**config.mk**
```make
export PLATFORM = sky130hd
export DESIGN_NAME = sleep_power_ctrl
export DESIGN_NICKNAME = d
export VERILOG_FILES = /design/src/rtl/spc_pkg.sv /design/src/rtl/spc_sync.sv /design/src/rtl/spc_ctrl.sv /design/src/rtl/spc_datapath.sv /design/src/rtl/sleep_power_ctrl.sv
export SDC_FILE = /design/constraint.sdc
export NUM_CORES = 1
export LEC_CHECK = 0
export ABC_AREA = 1
export BUFFER_PORTS_ARGS = -buffer_cell sky130_fd_sc_hd__buf_2
export CAP_MARGIN = 20
export CORE_AREA = 2 2 39 41
export DETAILED_ROUTE_END_ITERATION = 6
export DIE_AREA = 0 0 41 43
export PLACE_DENSITY = 0.6
export RECOVER_POWER = 25
export SYNTH_ARGS = -nofsm -noshare
export SYNTH_HDL_FRONTEND = slang
export SYNTH_SLANG_ARGS = --single-unit
```
**constraint.sdc**
```tcl
create_clock -name clk -period 1.4 [get_ports clk]
set_input_delay 0.21 -clock clk [delete_from_list [all_inputs] [get_ports clk]]
set_output_delay 0.21 -clock clk [all_outputs]
set_load 0.01 [all_outputs]
```
**src/rtl/spc_pkg.sv**
```systemverilog
package spc_pkg;

  typedef enum logic [1:0] {
    CMD_DESEL = 2'b00,
    CMD_READ  = 2'b01,
    CMD_WRITE = 2'b10,
    CMD_RSVD  = 2'b11
  } cmd_e;

  typedef enum logic [1:0] {
    ST_ACTIVE,
    ST_ENTERING,
    ST_SLEEP,
    ST_RECOVERING
  } pwr_state_e;

  typedef struct packed {
    logic asleep;
    logic gateIn;
    logic gateOut;
    logic recovering;
  } spc_strobe_t;

endpackage

```
**src/rtl/spc_sync.sv**
```systemverilog
module spc_sync #(
  parameter int STAGES = 2
) (
  input  logic clk,
  input  logic rstN,
  input  logic asyncIn,
  output logic syncOut
);
  logic [STAGES-1:0] chain;

  always_ff @(posedge clk or negedge rstN) begin
    if (!rstN) chain <= '0;
    else       chain <= {chain[STAGES-2:0], asyncIn};
  end

  assign syncOut = chain[STAGES-1];
endmodule

```
**src/rtl/spc_ctrl.sv**
```systemverilog
module spc_ctrl
  import spc_pkg::*;
#(
  parameter int ENTRY_CYCLES    = 2,
  parameter int RECOVERY_CYCLES = 4
) (
  input  logic        clk,
  input  logic        rstN,
  input  logic        reqSync,
  output spc_strobe_t strobe
);
  localparam int MAX_CNT = (ENTRY_CYCLES > RECOVERY_CYCLES) ? ENTRY_CYCLES : RECOVERY_CYCLES;
  localparam int CNT_W   = $clog2(MAX_CNT + 1);
  localparam logic [CNT_W-1:0] ENTRY_LOAD = CNT_W'(ENTRY_CYCLES - 1);
  localparam logic [CNT_W-1:0] RECOV_LOAD = CNT_W'(RECOVERY_CYCLES - 1);

  pwr_state_e state, stateNext;
  logic [CNT_W-1:0] cnt, cntNext;

  always_comb begin
    stateNext = state;
    cntNext   = cnt;
    unique case (state)
      ST_ACTIVE: if (reqSync) begin
        stateNext = ST_ENTERING;
        cntNext   = ENTRY_LOAD;
      end
      ST_ENTERING: begin
        if (!reqSync)        stateNext = ST_ACTIVE;
        else if (cnt == '0)  stateNext = ST_SLEEP;
        else                 cntNext   = cnt - 1'b1;
      end
      ST_SLEEP: if (!reqSync) begin
        stateNext = ST_RECOVERING;
        cntNext   = RECOV_LOAD;
      end
      ST_RECOVERING: begin
        if (cnt == '0) stateNext = ST_ACTIVE;
        else           cntNext   = cnt - 1'b1;
      end
      default: stateNext = ST_ACTIVE;
    endcase
  end

  always_ff @(posedge clk or negedge rstN) begin
    if (!rstN) begin
      state <= ST_ACTIVE;
      cnt   <= '0;
    end else begin
      state <= stateNext;
      cnt   <= cntNext;
    end
  end

  always_comb begin
    strobe.asleep     = (state == ST_SLEEP);
    strobe.gateIn     = (state != ST_SLEEP);
    strobe.gateOut    = (state != ST_SLEEP);
    strobe.recovering = (state == ST_RECOVERING);
  end
endmodule

```
**src/rtl/spc_datapath.sv**
```systemverilog
module spc_datapath
  import spc_pkg::*;
(
  input  logic        clk,
  input  logic        rstN,
  input  spc_strobe_t strobe,
  input  logic [1:0]  cmdIn,
  output logic        sleepActive,
  output logic        inEnable,
  output logic        outEnable,
  output logic [1:0]  cmdOut,
  output logic        cmdReject
);
  logic blocked;
  logic [1:0] cmdFilt;
  logic [1:0] cmdQ;
  logic rejectQ;

  always_comb begin
    blocked = strobe.recovering && (cmdIn == CMD_WRITE);
    if (!strobe.gateIn || blocked || cmdIn == CMD_RSVD) cmdFilt = CMD_DESEL;
    else                                                 cmdFilt = cmdIn;
  end

  always_ff @(posedge clk or negedge rstN) begin
    if (!rstN) begin
      cmdQ    <= CMD_DESEL;
      rejectQ <= 1'b0;
    end else begin
      cmdQ    <= cmdFilt;
      rejectQ <= blocked;
    end
  end

  assign sleepActive = strobe.asleep;
  assign inEnable    = strobe.gateIn;
  assign outEnable   = strobe.gateOut;
  assign cmdOut      = cmdQ;
  assign cmdReject   = rejectQ;
endmodule

```
**src/rtl/sleep_power_ctrl.sv**
```systemverilog
module sleep_power_ctrl
  import spc_pkg::*;
#(
  parameter int SYNC_STAGES     = 2,
  parameter int ENTRY_CYCLES    = 2,
  parameter int RECOVERY_CYCLES = 4
) (
  input  logic       clk,
  input  logic       rstN,
  input  logic       sleepReq,
  input  logic [1:0] cmdIn,
  output logic       sleepActive,
  output logic       inEnable,
  output logic       outEnable,
  output logic [1:0] cmdOut,
  output logic       cmdReject
);
  logic        reqSync;
  spc_strobe_t strobe;

  spc_sync #(.STAGES(SYNC_STAGES)) uSync (
    .clk(clk), .rstN(rstN), .asyncIn(sleepReq), .syncOut(reqSync)
  );

  spc_ctrl #(.ENTRY_CYCLES(ENTRY_CYCLES), .RECOVERY_CYCLES(RECOVERY_CYCLES)) uCtrl (
    .clk(clk), .rstN(rstN), .reqSync(reqSync), .strobe(strobe)
  );

  spc_datapath uData (
    .clk(clk), .rstN(rstN), .strobe(strobe), .cmdIn(cmdIn),
    .sleepActive(sleepActive), .inEnable(inEnable), .outEnable(outEnable),
    .cmdOut(cmdOut), .cmdReject(cmdReject)
  );
endmodule

```
# After elaboration in Yosys (flattened, before gate mapping)
# Cells that the tools add are included.
word_totals:
  reg_bits: 10
  output_inout_bits: 6
  word_cells: 37
op_classes:
  n_addsub: 1
  eq_ne: 11
  n_mux: 12
  reduce_logical: 8
op_table:
  columns: ["cell", "count"]
  rows:
  - ["2-bit 2-to-1 mux", 6]
  - ["3-bit 2-to-1 mux", 4]
  - ["3-bit case mux with 4 select lines", 1]
  - ["2-bit != test (second input constant)", 5]
  - ["2-bit == test (second input constant)", 4]
  - ["2-bit case mux with 4 select lines", 1]
  - ["4-bit AND reduction", 1]
  - ["3-bit zero test", 1]
  - ["3-bit by 2-bit != test with 1-bit output (second input constant)", 1]
  - ["3-bit AND reduction", 1]
  - ["3-bit by 1-bit subtractor with 3-bit output (second input constant)", 1]
  - ["2-bit by 1-bit == test with 1-bit output (second input constant)", 1]
  - ["2-bit zero test", 1]
  - ["1-bit logical OR", 2]
  - ["1-bit logical AND", 1]
  - ["1-bit zero test", 1]

# Longest topological paths before layout
# Gate-level depths: netlist (run 1).
depth:
  depth_word: 5
  ltp_mapped: 8

# By module
# Synthesis (run 1) repeated with hierarchy kept, for this count alone.
unflattened:
  hier_cells: 58
  hier_area_um2: 500.5
modules_own_cells:
  columns: ["mod", "n_inst", "cells_per_inst", "area_each_um2", "seq_area_each_um2"]
  rows:
  - ["spc_ctrl", 1, 43, 321.6, 125.1]
  - ["spc_datapath", 1, 13, 128.9, 75.1]
  - ["spc_sync", 1, 2, 50.0, 50.0]

# Worst setup path after synthesis (run 1)
# Ideal clock, no wire load.
synth_path:
  path_type: "register to register"
  startpoint: "register uCtrl.cnt[0]"
  endpoint: "register uCtrl.cnt[0]"
  setup_ps: 65
  t_arrival_ps: 1131
  setup_slack_ps: 204
  path_stages_with_launch: 9
  synth_period_minus_slack_ps: 1196
  cell_sequence: "dfrtp_1 -> inv_1 -> ha_1 -> ha_1 -> nand2_1 -> inv_1 -> nor2_2 -> nand3_1 -> nand2_1"
synth_via:
  elab_chain_len: 4
  word_cells_on_any_way: 5
  cone_classes: "add/sub: 1; mux: 3; reduce/logical: 1"
synth_lines:
  columns: ["item", "line", "source"]
  rows:
  - ["start: declaration", "spc_ctrl.sv:18", "logic [CNT_W-1:0] cnt, cntNext;"]
  - ["start signal: assignment", "spc_ctrl.sv:51", "cnt <= cntNext;"]
  - ["3-bit by 1-bit subtractor with 3-bit output / 3-bit zero test (equally long branches)", null, null]
  - ["3-bit 2-to-1 mux (*)", "spc_ctrl.sv:30, spc_ctrl.sv:38", null]
  - ["3-bit 2-to-1 mux", "spc_ctrl.sv:29", "if (!reqSync) stateNext = ST_ACTIVE;"]
  - ["3-bit case mux with 4 select lines (*)", "spc_ctrl.sv:23", "unique case (state)"]
# Mark *: on every way between the ends. The rest lies on a longest branch, timed or not. The select of a mux whose other input is x is not followed.
# A chain may end at the register's enable or synchronous reset.

# Worst setup path after layout (run 1)
layout_path:
  startpoint: "register uCtrl.state[0]"
  endpoint: "output port sleepActive"
layout_via:
  elab_chain_len: 1
layout_lines:
  columns: ["item", "line", "source"]
  rows:
  - ["start: declaration", "spc_ctrl.sv:17", "pwr_state_e state, stateNext;"]
  - ["start signal: assignment", "spc_ctrl.sv:50", "state <= stateNext;"]
  - ["2-bit == test", "spc_ctrl.sv:56", "strobe.asleep = (state == ST_SLEEP);"]
  - ["end: declaration", "sleep_power_ctrl.sv:12", "output logic sleepActive,"]
# Every way passes these cells.

==> results of run 1 <==
==> where the power goes <==
group	internal, uW	leakage, uW	switching (uW)
Combinational	211	0.000195	304
Sequential	378	0.000123	76.2
Clock	158	0.0000210	90.6
==> cell usage after synthesis (all sizes together) <==
cell / instances / area share (%)
nand3: 5 / 7.8
inv: 11 / 9.2
ha: 2 / 5.6
a21oi: 2 / 2.2
nor3: 2 / 2.2
nor2: 4 / 3.9
buf: 1 / 1.7
nand2: 14 / 12
dfrtp: 10 / 56
==> cells in the final DEF (no fill, tap or decap), types with 3 or more instances in the layout <==
cell type / instances
nor2_1: 3
nand3_1: 3
nand2_1: 13
buf_2: 9
dfrtp_1: 10
clkbuf_4: 3
inv_1: 11
==> kinds of logic after synthesis <==
logic type / count (synthesis) / synth area share, %
AOI/OAI and AO/OA: 2 / 2.229
adders and majority gates: 2 / 5.570
buffers and inverters: 12 / 10.86
DFF: 10 / 55.71
and+or+nand+nor: 25 / 25.63
==> state kept, by name, summed over array words and instances (netlist names), named ones only <==
| name | flops |
|---|---|
| uSync.chain | 2 |
| uCtrl.cnt | 3 |
| uData.cmdReject | 1 |
| uCtrl.state | 1 |
| uData.cmdOut | 2 |
==> through the flow <==
step	util [%]	std cells	TNS [ns]	total power (uW)	hold slack (ns)
2_1_floorplan	-	51	0	811.0	-0.08559
3_3_place_gp	36.98	76	0	929.6	0.08403
3_5_place_dp	36.98	76	0	941.7	0.08767
4_1_cts	40.33	81	0	1201	0.04399
5_1_grt	41.32	82	-0.0008626	1343	0.03789
6_report	41.32	82	0	1217	0.05691
==> repair_timing <==
item	CTS	global route
hold buffers	1	0
setup endpoints to repair	0	4
resized for setup	0	2
buffers inserted	0	1
hold endpoints to repair	10	0
==> metal layers <==
| layer | wire (um) | track usage (%) | vias to the layer above |
|---|---|---|---|
| met2 | 400 | 15.63 | 10 |
| met1 | 299 | 12.08 | 163 |
| met4 | 17 | 10.00 | 0 |
| li1 | - | - | 185 |
| met5 | 0 | 0 | - |
| met3 | 48 | 4.712 | 2 |
==> worst max-delay path by stage <==
stage	to	slack [ns]	cells past startpoint
6_report	sleepActive	0.07	4
5_1_grt	uCtrl.cnt[0]	-0.0009	8
4_1_cts	sleepActive	0.01	4
3_5_place_dp	uCtrl.cnt[0]	0.08	8
3_3_place_gp	uCtrl.cnt[2]	0.11	8
2_1_floorplan	uCtrl.cnt[0]	0.20	8
==> final cells by class <==
cell class / instances / area, um^2
fillers: 140 / 812.0
clock buffers: 4 / 36.28
repair buffers: 12 / 66.31
multi-input cells: 29 / 157.7
inverters: 11 / 41.29
flip-flops and latches: 10 / 250.2
well taps: 16 / 20.02
==> metrics.yaml, run 1 <==
numPortBuffers: 10
tritoncts: "built"
gpl.final_weighted_congestion: 0.8648
via_count_of_the_first_global_routing_pass: 301
rr_endpoint: "uCtrl.cnt[1]"
critical_path.top_delay_family: "flip-flops"
syn_area_per_cell_um2: 8.807
floorplan.io_pins: 11
slew-limit-headroom_pct: 64.24
drt_pre_antenna_iters: 4
drt_iter0_markers: 11
layout-area-overhead-vs-synth_pct: 27.30
vdd.ir_drop.worst_mv: 0.8642
timing.hold.worst_path_depth: 1
route.detailed.drc: 0
cts_buffers: 3
timing_worst_setup_path_type: "reg -> out"
syn-instance-count: 51
total_leakage_power_uw: 0.0003390
antenna_left: 0
grt_max_degree: 11
grt_antenna_before_repair: 0
pwr_density_cell_nw_per_um2: 2129
placementRows: 14
root_buffer: "clkbuf_4"
cts_max_path_buffers: 2
wirelength_um: 764
worst_setup_path_startpoint: "uCtrl.state[0]"
htreeDepth: 1
slowest_stage_cell_crit_path: "dfrtp_1"
vias_per_cell: 4.390
rsz_0062_raised_after_global_routing: "yes"
worstHoldStart: "sleepReq"
setup_ws_ns: 0.06665
critical_path.endpoint_type: "output pin"
globalRouteTotalUtil_pct: 11.19
max_clk_rate_mhz: 750.0
crit_path_cell_trace: "inv_1, nand2_2, inv_1, buf_2"
sort_of_element_at_the_start_of_the_critical_path: "flip-flop"
wl_per_cell_um: 9.317
gr-total-overflow: 0
status: "finished, final reports clean"
vias: 360
setup_viol: 0
yosys_warnings: 0
max_cap_viol_count: 0
post_dp_cell_area_um2: 511.7
grt_pass1_wl_mm: 1.193
number_of_cell_instances_on_the_worst_register_to_register_path: 8
synth_cell_types: 11
count_of_buffering_cells_on_the_critical_path_with_inverters_included: 3
synth_fp_nets: 58
ys_seq_area_share_pct: 55.71
whs_endpoint: "uSync.chain[0]"
fp.dieH_um: 43
fin_crit_ns: 1.333
maxSlewViolCount: 0
hold_path_class: "in -> reg"
dp_hpwl_um: 622.2
syn-cell-area_um2: 449.2
timing.critical_path.arrival_ns: 1.12
post_placement_worst_setup_slack_ns: 0.08023
crit_path_max_fanout: 5
tightestPinTransition_ns: 0.5363
reg2reg_slack_ns: 0.10
layout-drive-gt1-share_pct: 27.27
insertion_delay_ns: 0.26
finalHoldViolations: 0
die-area_um2: 1763
critPathMaxStageDelay_ns: 0.42
yosys_register_bits: 10
cpMostUsedCell: "inv_1"
num-nets-final: 74
layout.cell_area.non_filler_um2: 571.8
dieWidth_um: 41
core_area_um2: 1384
worst-endpoint-required_ns: 1.19
cts.sinks: 10
initial_utilization_pct: 32.46
diodes: 0
skew_ns: 0.002948
regToRegStartpoint: "uCtrl.cnt[0]"
timing.final.crit_share_pct: 95.24
cts.clk_slew.worst_paths_ns: 0.06
(Power assumes the default switching activity.)
==> run 2, diff against run 1 <==
- ABC_AREA: 1 -> unset
- PLACE_DENSITY: 0.6 -> 0.62
==> run 2 against run 1 <==
Effect of this change: final cell count shrank 4.9%; routed wire length grew 26%; the flow now finishes with violations (setup timing); synthesized cell count shrank 9.8%; die area stayed put; clock skew rose by 0.0019 ns; design area is 13% higher; via count up 3.1%; critical endpoint is now uCtrl.cnt[2]; combinational power increased by 2%; critical path depth grew 1; register-to-register slack got worse by 0.13 ns.
==> metrics.yaml, run 2 <==
finalHoldViolations: 0  # unchanged
drt_iter0_markers: 2  # -9
cts_max_path_buffers: 2  # unchanged
most_frequent_cells_in_the_layout: "dfrtp_1 (8), buf_2 (7), o21ai_0 (5)"
slew-limit-headroom_pct: 63.86  # -0.38 points
maxSlewViolCount: 0  # unchanged
setup_ws_ns: -0.02923  # -0.09588 ns
rr_endpoint: "uCtrl.cnt[2]"
vias_per_cell: 4.756  # +8.3%
tightestPinTransition_ns: 0.5420  # +0.005713 ns
largest_reg_flops: 3  # unchanged
tritoncts: "built"
antenna_left: 0  # unchanged
timing.critical_path.arrival_ns: 1.63  # +0.51 ns
insertion_delay_ns: 0.26  # about the same
registers.top_by_ff_count: "uCtrl.cnt"
fin_crit_ns: 1.429  # +0.09588 ns
fp.dieH_um: 43  # unchanged
worst-endpoint-required_ns: 1.60  # +0.41 ns
vias: 371  # +3.1%
hold-worst-slack_ns: 0.05164  # -0.005267 ns
synthArstFlopShare_pct: 100.0  # unchanged
layout.core_utilization_pct: 46.56  # +5.2 points
regToRegStartpoint: "uCtrl.cnt[1]"
yosys_warnings: 0  # unchanged
root_buffer: "clkbuf_4"
dieWidth_um: 41  # unchanged
synth_ff_type: "dfrtp_1"
drt_pre_antenna_iters: 3  # -1
cts.clk_slew.worst_paths_ns: 0.07  # about the same
setup_viol: 2  # +2
skew_ns: 0.004887  # +0.001939 ns
mostFrequentLayoutCell: "dfrtp_1"
power.share.clock_pct: 21.2  # +0.8 points
core_area_um2: 1384  # unchanged
cts.repair_timing.setup_buffer_count: 0  # unchanged
max_clk_rate_mhz: 699.7  # -6.7%
synth_fp_nets: 53  # -8.6%
whs_endpoint: "uSync.chain[0]"
leading_area_contributor_after_synthesis: "dfrtp_1"
status: "finished with violations"
syn-instance-count: 46  # -9.8%
syn-cell-area_um2: 479.2  # +6.7%
diodes: 0  # unchanged
worst_setup_path_startpoint: "uCtrl.cnt[1]"
syn_area_per_cell_um2: 10.42  # +18%
reg2reg_slack_ns: -0.03  # -0.13 ns
gpl.final_weighted_congestion: 0.7802  # -9.8%
p_sw_share_pct: 33.79  # -4.9 points
switching_power_summed_over_all_nets_uw: 417.3  # -11%
wl_per_cell_um: 12.35  # +33%
grt_antenna_before_repair: 0  # unchanged
htreeDepth: 1  # unchanged
fillCellCount: 134  # -4.3%
floorplan.io_pins: 11  # unchanged
timing.hold.worst_path_depth: 1  # unchanged
placementRows: 14  # unchanged
hold_path_class: "in -> reg"
initial_utilization_pct: 34.63  # +2.2 points
failed_checks: "setup timing"
yosys_register_bits: 10  # unchanged
synthMostInstantiatedCell: "dfrtp_1"
placedCellCount: 73  # -3.9%
synth_cell_types: 20  # +9
synth_top_cells_by_count: "dfrtp_1 (10), o21ai_0 (6), inv_1 (4)"
route.detailed.drc: 0  # unchanged
timing.final.crit_share_pct: 102.1  # +6.8 points
globalRouteTotalUtil_pct: 14.91  # +3.7 points
cts_buffers: 3  # unchanged
numPortBuffers: 10  # unchanged
wirelength_um: 963  # +26%
grt_pass1_wl_mm: 1.656  # +39%
via_count_of_the_first_global_routing_pass: 383  # +27%
layout-drive-gt1-share_pct: 41.94  # +15 points
pwr_density_cell_nw_per_um2: 1917  # -10%
total_leakage_power_uw: 0.0003110  # -8.3%
timing_worst_setup_path_type: "reg -> reg"
sequential_power_share_pct: 36.2  # -1.1 points
sort_of_element_at_the_start_of_the_critical_path: "flip-flop"
final-instance-count-excl-fill: 78  # -4.9%
power.internal_uw: 817.8  # +9.5%
die-area_um2: 1763  # unchanged
num-nets-final: 70  # -5.4%
grt_max_degree: 12  # +1
finalPower_uw: 1235  # +1.5%
critical_path.endpoint_type: "flip-flop"
worstHoldStart: "sleepReq"
ys_seq_area_share_pct: 52.22  # -3.5 points
rsz_0062_raised_after_global_routing: "yes"
crit_path_max_fanout: 2  # -3
max_cap_viol_count: 0  # unchanged
dp_hpwl_um: 663.5  # +6.6%
vdd.ir_drop.worst_mv: 1.000  # +16%
yosysTopAreaCellShare_pct: 52.22  # -3.5 points
netlist_top_cells_area: "dfrtp_1 (52%), o21ai_0 (6.3%), ha_1 (5.2%)"
edff_count_synth: 0  # unchanged
combinationalPowerShare_pct: 42.6  # +0.3 points
gr-total-overflow: 0  # unchanged
cts.sinks: 10  # unchanged
layout-area-overhead-vs-synth_pct: 34.46
number_of_cell_instances_on_the_worst_register_to_register_path: 5  # -3
==> run 2: cell count changes in the layout (fill, tap and decap cells not counted), sizes merged, moves of 2 or more <==
cell | previous run | this run
nor2 | 4 | 1
nand3 | 5 | 2
nor3 | 2 | 0
nand2 | 14 | 3
buf | 10 | 12
inv | 11 | 5
o21ai | 0 | 6
nor3b | 0 | 3
and2 | 0 | 2
nand2b | 0 | 2
or4b | 0 | 2
==> run 2: routing by layer <==
metal	GRT usage (%)	wire length, um	vias up
li1	-	-	190
met1	17.94	485	175
met2	20.63	433	4
met3	4.712	21	2
met4	12.00	21	0
met5	0	0	-
==> run 2: worst max-delay path, stage by stage (launching register included) <==
cell	delay, ns
dfrtp_1	0.38
inv_1	0.06
ha_2	0.19
ha_4	0.20
or4b_1	0.46
nand3_1	0.07
==> run 2: per-stage QoR <==
stage / instance area (um^2) / TNS [ns] / worst slack, ns
6_report: 644.4 / -0.03536 / -0.02923
5_1_grt: 644.4 / -0.1757 / -0.06781
4_1_cts: 621.8 / -0.07550 / -0.03973
3_5_place_dp: 574.3 / -0.04392 / -0.02719
3_3_place_gp: 574.3 / -0.01131 / -0.007959
2_1_floorplan: 494.2 / 0 / 0.001802
==> run 2: worst max-delay path by stage <==
| stage | endpoint | slack [ns] | cells after the start |
|---|---|---|---|
| final | uCtrl.cnt[2] | -0.03 | 5 |
| after global routing | uCtrl.cnt[2] | -0.07 | 5 |
| after CTS | uCtrl.cnt[2] | -0.04 | 5 |
| after detailed placement | uCtrl.cnt[1] | -0.03 | 5 |
| after global placement | uCtrl.cnt[2] | -0.008 | 5 |
| after floorplan | uCtrl.cnt[2] | 0.002 | 5 |
==> run 2: final cells by class <==
type                    instances  area (um^2)  share of cell area (%)
multi-input cells              29        222.7                   34.56
clock buffers                   4        36.28                   5.631
inverters                       5        18.77                   2.913
repair buffers                 14        93.84                   14.56
flip-flops and latches         10        252.7                   39.22
well taps                      16        20.02                   3.107
==> run 2: logic make-up after synthesis <==
logic type,synth area share (%)
AND/OR/NAND/NOR,25.06
adder cells (fa/ha/maj),5.221
buffers and inverters,6.525
AO/OA/AOI/OAI,10.97
flip-flops,52.22
==> run 2: power groups by stage <==
stage                     clock [uW]  combinational (uW)  sequential, uW
after floorplan                    0                 336             415
after detailed placement           0                 464             446
after global placement             0                 462             444
after global routing             284                 584             463
after CTS                        271                 470             445
final                            262                 526             447
==> run 2: repair_timing <==
item,4_1_cts,5_1_grt
endpoints found under the hold margin,10,0
hold buffers,1,0
pin swaps,5,0
endpoints found under the setup margin,4,6
resized for setup,1,8
